$ cat config.mk
export PLATFORM = sky130hd
export DESIGN_NAME = lcd_row_scan
export DESIGN_NICKNAME = d
export VERILOG_FILES = /design/src/rtl/lcd_scan_pkg.sv /design/src/rtl/load_fall_det.sv /design/src/rtl/scan_chain.sv /design/src/rtl/level_encoder.sv /design/src/rtl/lcd_row_scan.sv
export SDC_FILE = /design/constraint.sdc
export NUM_CORES = 1
export LEC_CHECK = 0
export ABC_AREA = 0
export CAP_MARGIN = 10
export CORE_MARGIN = 2
export CORE_UTILIZATION = 47
export CTS_CLUSTER_DIAMETER = 60
export DETAILED_ROUTE_END_ITERATION = 8
export HOLD_SLACK_MARGIN = 0.02
export PLACE_DENSITY = 0.87
export REMOVE_ABC_BUFFERS = 1
export SLEW_MARGIN = 40
export SYNTH_ARGS = -nofsm -noshare
export SYNTH_HDL_FRONTEND = slang
export SYNTH_SLANG_ARGS = --single-unit
$ cat constraint.sdc
create_clock -name clk -period 5.9 [get_ports clk]
set_input_delay 1.18 -clock clk [delete_from_list [all_inputs] [get_ports clk]]
set_output_delay 1.18 -clock clk [all_outputs]
set_load 0.005 [all_outputs]
$ cat src/rtl/lcd_scan_pkg.sv
package lcd_scan_pkg;
  typedef enum logic [1:0] {
    DRV_V0 = 2'b00,
    DRV_V1 = 2'b01,
    DRV_V4 = 2'b10,
    DRV_V5 = 2'b11
  } drv_code_e;

  localparam int CODE_W  = 2;
  localparam int NUM_END = 4;
  // cascade end pin positions
  localparam int END_LO   = 0;
  localparam int END_MIDL = 1;
  localparam int END_MIDH = 2;
  localparam int END_HI   = 3;
endpackage

$ cat src/rtl/load_fall_det.sv
module load_fall_det (
  input  logic clk,
  input  logic rst,
  input  logic load_i,
  output logic fall_o
);
  logic load_q;

  always_ff @(posedge clk) begin
    if (rst) load_q <= 1'b0;
    else     load_q <= load_i;
  end

  assign fall_o = load_q & ~load_i;
endmodule

$ cat src/rtl/scan_chain.sv
module scan_chain
  import lcd_scan_pkg::*;
#(
  parameter int ROWS = 240
) (
  input  logic                clk,
  input  logic                rst,
  input  logic                shift_i,
  input  logic                dir_i,
  input  logic                split_i,
  input  logic [NUM_END-1:0]  end_in_i,
  output logic [ROWS-1:0]     nxt_o,
  output logic [NUM_END-1:0]  end_out_o,
  output logic [NUM_END-1:0]  end_oe_o
);
  localparam int HALF = ROWS / 2;

  logic [ROWS-1:0]    stage_q;
  logic [ROWS-1:0]    up_src;
  logic [ROWS-1:0]    dn_src;
  logic [NUM_END-1:0] out_nxt;
  logic [NUM_END-1:0] out_q;

  // neighbour selection per stage; half boundaries take the mid pins in split mode
  for (genvar i = 0; i < ROWS; i++) begin : g_stage
    if (i == 0) begin : g_up_lo
      assign up_src[i] = end_in_i[END_LO];
    end else if (i == HALF) begin : g_up_mid
      assign up_src[i] = split_i ? end_in_i[END_MIDH] : stage_q[i-1];
    end else begin : g_up_in
      assign up_src[i] = stage_q[i-1];
    end

    if (i == ROWS - 1) begin : g_dn_hi
      assign dn_src[i] = end_in_i[END_HI];
    end else if (i == HALF - 1) begin : g_dn_mid
      assign dn_src[i] = split_i ? end_in_i[END_MIDL] : stage_q[i+1];
    end else begin : g_dn_in
      assign dn_src[i] = stage_q[i+1];
    end

    assign nxt_o[i] = dir_i ? dn_src[i] : up_src[i];
  end

  always_comb begin
    unique case ({dir_i, split_i})
      2'b00:   end_oe_o = 4'b1000;
      2'b01:   end_oe_o = 4'b1010;
      2'b10:   end_oe_o = 4'b0001;
      default: end_oe_o = 4'b0101;
    endcase
  end

  assign out_nxt[END_LO]   = stage_q[0];
  assign out_nxt[END_MIDL] = stage_q[HALF-1];
  assign out_nxt[END_MIDH] = stage_q[HALF];
  assign out_nxt[END_HI]   = stage_q[ROWS-1];

  always_ff @(posedge clk) begin
    if (rst) begin
      stage_q <= '0;
      out_q   <= '0;
    end else if (shift_i) begin
      stage_q <= nxt_o;
      out_q   <= out_nxt & end_oe_o;
    end
  end

  assign end_out_o = out_q;
endmodule

$ cat src/rtl/level_encoder.sv
module level_encoder
  import lcd_scan_pkg::*;
#(
  parameter int ROWS = 240
) (
  input  logic                   clk,
  input  logic                   rst,
  input  logic                   shift_i,
  input  logic [ROWS-1:0]        sel_i,
  input  logic                   df_i,
  input  logic                   off_i,
  output logic [CODE_W*ROWS-1:0] level_o
);
  localparam int LW = CODE_W * ROWS;

  logic [LW-1:0] code_nxt;
  logic [LW-1:0] code_q;

  for (genvar i = 0; i < ROWS; i++) begin : g_row
    drv_code_e c;
    always_comb begin
      if (off_i)          c = DRV_V5;
      else if (sel_i[i])  c = df_i ? DRV_V0 : DRV_V5;
      else                c = df_i ? DRV_V4 : DRV_V1;
    end
    assign code_nxt[CODE_W*i +: CODE_W] = c;
  end

  always_ff @(posedge clk) begin
    if (rst)          code_q <= '1;
    else if (shift_i) code_q <= code_nxt;
  end

  assign level_o = code_q;
endmodule

$ cat src/rtl/lcd_row_scan.sv
module lcd_row_scan
  import lcd_scan_pkg::*;
#(
  parameter int ROWS = 240
) (
  input  logic                   clk,
  input  logic                   rst,
  input  logic                   load,
  input  logic                   dir,
  input  logic                   split,
  input  logic                   df,
  input  logic                   disp_off,
  input  logic [3:0]             casc_in,
  output logic [3:0]             casc_out,
  output logic [3:0]             casc_oe,
  output logic [2*ROWS-1:0]      level
);
  logic            shift;
  logic [ROWS-1:0] sel_nxt;

  load_fall_det u_fall (
    .clk    (clk),
    .rst    (rst),
    .load_i (load),
    .fall_o (shift)
  );

  scan_chain #(.ROWS(ROWS)) u_chain (
    .clk       (clk),
    .rst       (rst),
    .shift_i   (shift),
    .dir_i     (dir),
    .split_i   (split),
    .end_in_i  (casc_in),
    .nxt_o     (sel_nxt),
    .end_out_o (casc_out),
    .end_oe_o  (casc_oe)
  );

  level_encoder #(.ROWS(ROWS)) u_enc (
    .clk     (clk),
    .rst     (rst),
    .shift_i (shift),
    .sel_i   (sel_nxt),
    .df_i    (df),
    .off_i   (disp_off),
    .level_o (level)
  );
endmodule

After elaboration in Yosys (flattened, before gate mapping):

Cells that the tools add are included.

* bits in latches: 0
* flip-flop bits (word level): 725
* memories: 0
* input port bits: 11
* bits in read-only memories: 0
* memory bits (writable): 0

* add/sub/neg operators: 0
* multiply operators: 0
* magnitude comparators: 0
* div/mod/pow operators: 0
* eq/ne operators: 2
* reductions and logical operators: 1
* shift operators: 0
* bitwise gates (word level): 3
* muxes and demuxes: 725

Operators with widths (count)
* $mux W2: 482
* $mux W1: 242
* $pmux W4 S3: 1
* $and A4 B4 Y4: 1
* $eq A2 B1 Y1 const B: 1
* $eq A2 B2 Y1 const B: 1
* $logic_not A2 Y1: 1
* $and A1 B1 Y1: 1
* $not A1 Y1: 1

Logic depth before layout (Yosys ltp):

* depth in word-level cells: 4
* gate-level depth with buffers: 7
* gate-level depth less buffers: 4

By module:

From an unflattened synthesis, not the netlist that was laid out.

* cell total of the unflattened synthesis: 3954
* area, all modules: 39111.3 µm²

Modules (own cells, without submodules)
* level_encoder: area each 25946.1 µm², instances 1, cells an instance 2853
* scan_chain: area each 13130.1 µm², instances 1, cells an instance 1098
* load_fall_det: area each 35.0 µm², instances 1, cells an instance 3

Worst setup path before layout:

No wires, ideal clock.

* path type: flip-flop to output port
* start: register u_enc.level_o[478] (netlist name)
* end: output port level[100]
* path buffers: 1
* path slack: 0.019 ns
* data arrival time: 4.701 ns
* cell stages (with the launch flop): 2
* cells stage by stage: dfxtp_1 > buf_4

RTL lines
* end: declaration: RTL line lcd_row_scan.sv:16 `output logic [2*ROWS-1:0] level`

==> metrics.txt <==
post-synthesis cell area=23400 µm²; full die area=51500 µm²; Final WS setup=1990 ps; DRC Markers=0; Slowest cell on crit path=dfxtp_4; core area=49100 µm²; Final Hold Violating Endpoints=0; CTS Buf Count=51; number of DRC markers in iteration 0=1011; first-pass GRT wire length=82800 µm; VDD IR-drop max=0.229 mV; Diodes inserted=0; Period minus WS final=3910 ps; fillcell total=4053; family with the most delay on the worst path=buffers and inverters; IO buf count=498; PwrDens=271 nW/µm²; Layout area overhead=19.9%; # IOs=499; Setup Fix Bufs, Post-CTS=0; multi-input combinational cell area=10400 µm²; vias in the first global route=16.1k; Synth Instances=2411; leading cell types in the layout, fill and taps excluded=495 x clkdlybuf4s50_1, 485 x dfxtp_1, 242 x mux2i_1, 240 x nor2_1, 239 x nand2b_1; Synth Area in XOR/XNOR=0.0892; Synth Area in Simple Gates=0.107; final WL=53200 µm; static leakage=10.3 nW; fin crit share=0.663; Worst Tran Pin Value=860 ps; setup TNS=0 ps; overall power=7.58 mW; DRT Pass-1 Iters=5; CP bufs+invs=2; clk buf depth=3; drt wl/cell=16.5 µm; Slew headroom=0.427; worst hold path type=flop to flop; width of the die=227 µm; initial antenna violation count=1; Post-Syn Area per Cell=9.69 µm²; commonest non-fill, non-tap cell in the layout=clkdlybuf4s50_1; register area=9730 µm²; clk_lat worst skew=570 ps; Synth cell types=26; layout cell share with drive strength beyond 1=0.0433; GR Overflow Total=0; die height=227 µm; PostCTS Resize Cnt=0; final setup vio count=0; status=finished clean; worst slack, placed=2200 ps; Setup CP Type=flop to output pin; CP startpoint kind=flop; hold-fix buffer count after cts=0; Vias/cell=5.29; WP data arrival=2730 ps; combinational family with the most area after synthesis=compound AO/OA/AOI/OAI gates; vias=17.1k; ANT nets after route=0; TritonCTS clock tree=done; worst endpoint required time=4720 ps; Sink Count=486; Final Slew Violations=0; compound-gate portion of the synthesized area=0.143; worst-path fanout max=90; adder-cell share of the synthesized area=0; clk_skew=9.49 ps; Max-Cap Viols=0; fmax=256 MHz; Initial Util=0.476; Clk Tree Root Cell=clkbuf_16; worst-path cell chain=buf_4 > clkdlybuf4s50_1; GRT Total Usage=0.192; Worst-path clk slew=60 ps; proportion of synthesized area in mux cells=0.104; Synth Register Bits=486; crit-path max cell delay=750 ps; Synth warnings=0; pin count of the biggest net entering global routing=232; crit path capture type=output pin; GPL Wtd Cong=0.799; Std-Cell Rows=81; hold slack final=449 ps; Seq/Total Area, Yosys=0.416; post-DP HPWL=33600 µm; H-tree Lvls=2; nets=2539; RSZ-0062 raised after global routing=false
[where the power goes]
group | leakage, nW | switching, mW | internal (mW)
Clock | 0.833 | 1.29 | 1.90
Sequential | 3.96 | 0.0958 | 3.40
Combinational | 5.48 | 0.445 | 0.444
[worst paths after layout]
check,slack [ps],start,to,depth (start not counted)
worst max-delay path,1990,u_enc.level_o[478],level[336],2
worst min-delay path,450,u_chain.end_out_o[0],u_chain.end_out_o[0],2
worst max register to register,3350,u_fall.load_q,u_chain.stage_q[161],6
worst min register to register,450,u_chain.end_out_o[0],u_chain.end_out_o[0],2
[cell families after synthesis]
family	count (synthesis)
compound gates	487
xor+xnor	238
buf+inv	458
flops	486
mux	242
simple gates	500
[area by class of cell]
cell class,instances,share of cell area
inverter,1,0.000134
timing repair buffer,521,0.192
clock inverter,13,0.00469
clock buffer,74,0.0555
multi-input combinational,1467,0.370
sequential,486,0.348
tap,664,0.0297
[registers in the layout, summed over array words and instances, names as in the netlist]
signal,flops
u_enc.level_o,241
u_chain.stage_q,240
u_chain.end_out_o,4
u_fall.load_q,1
[per-layer routing]
layer	wire length, µm	track usage	share of wire
met3	3090	0.0339	0.058
met4	1710	0.0812	0.032
met5	15	0	0.00028
met2	25800	0.320	0.48
met1	22600	0.245	0.42
[tightest hold or removal path, cell delays in order (launching register included)]
cell	delay, ps
dfxtp_1	300
nand2_1	50
a21oi_1	50
[synth_stat cells, drive strengths merged]
master / count / area share
dfxtp: 486 / 0.42
buf: 367 / 0.12
mux2i: 242 / 0.10
nand2b: 240 / 0.064
nor2: 240 / 0.039
a211oi: 238 / 0.076
o22ai: 238 / 0.064
xnor2: 238 / 0.089
clkbuf: 90 / 0.017
nand2: 9 / 0.0014
a21oi: 7 / 0.0015
nand3: 4 / 0.00086
nor2b: 3 / 0.00080
o31a: 2 / 0.00075
and2: 1 / 0.00027
inv: 1 / 0.00016
nor3b: 1 / 0.00032
nor4: 1 / 0.00027
nor4b: 1 / 0.00064
o21ai: 1 / 0.00021
o21bai: 1 / 0.00032
[per-stage QoR]
stage	instances	area, µm²	util
6_report	3226	28000	0.571
3_3_place_gp	3133	26200	0.533
2_1_floorplan	1954	20100	-
3_5_place_dp	3136	26200	0.535
4_1_cts	3223	27900	0.569
5_1_grt	3226	28000	0.571
Note: power is estimated with default switching activity, not from simulation.
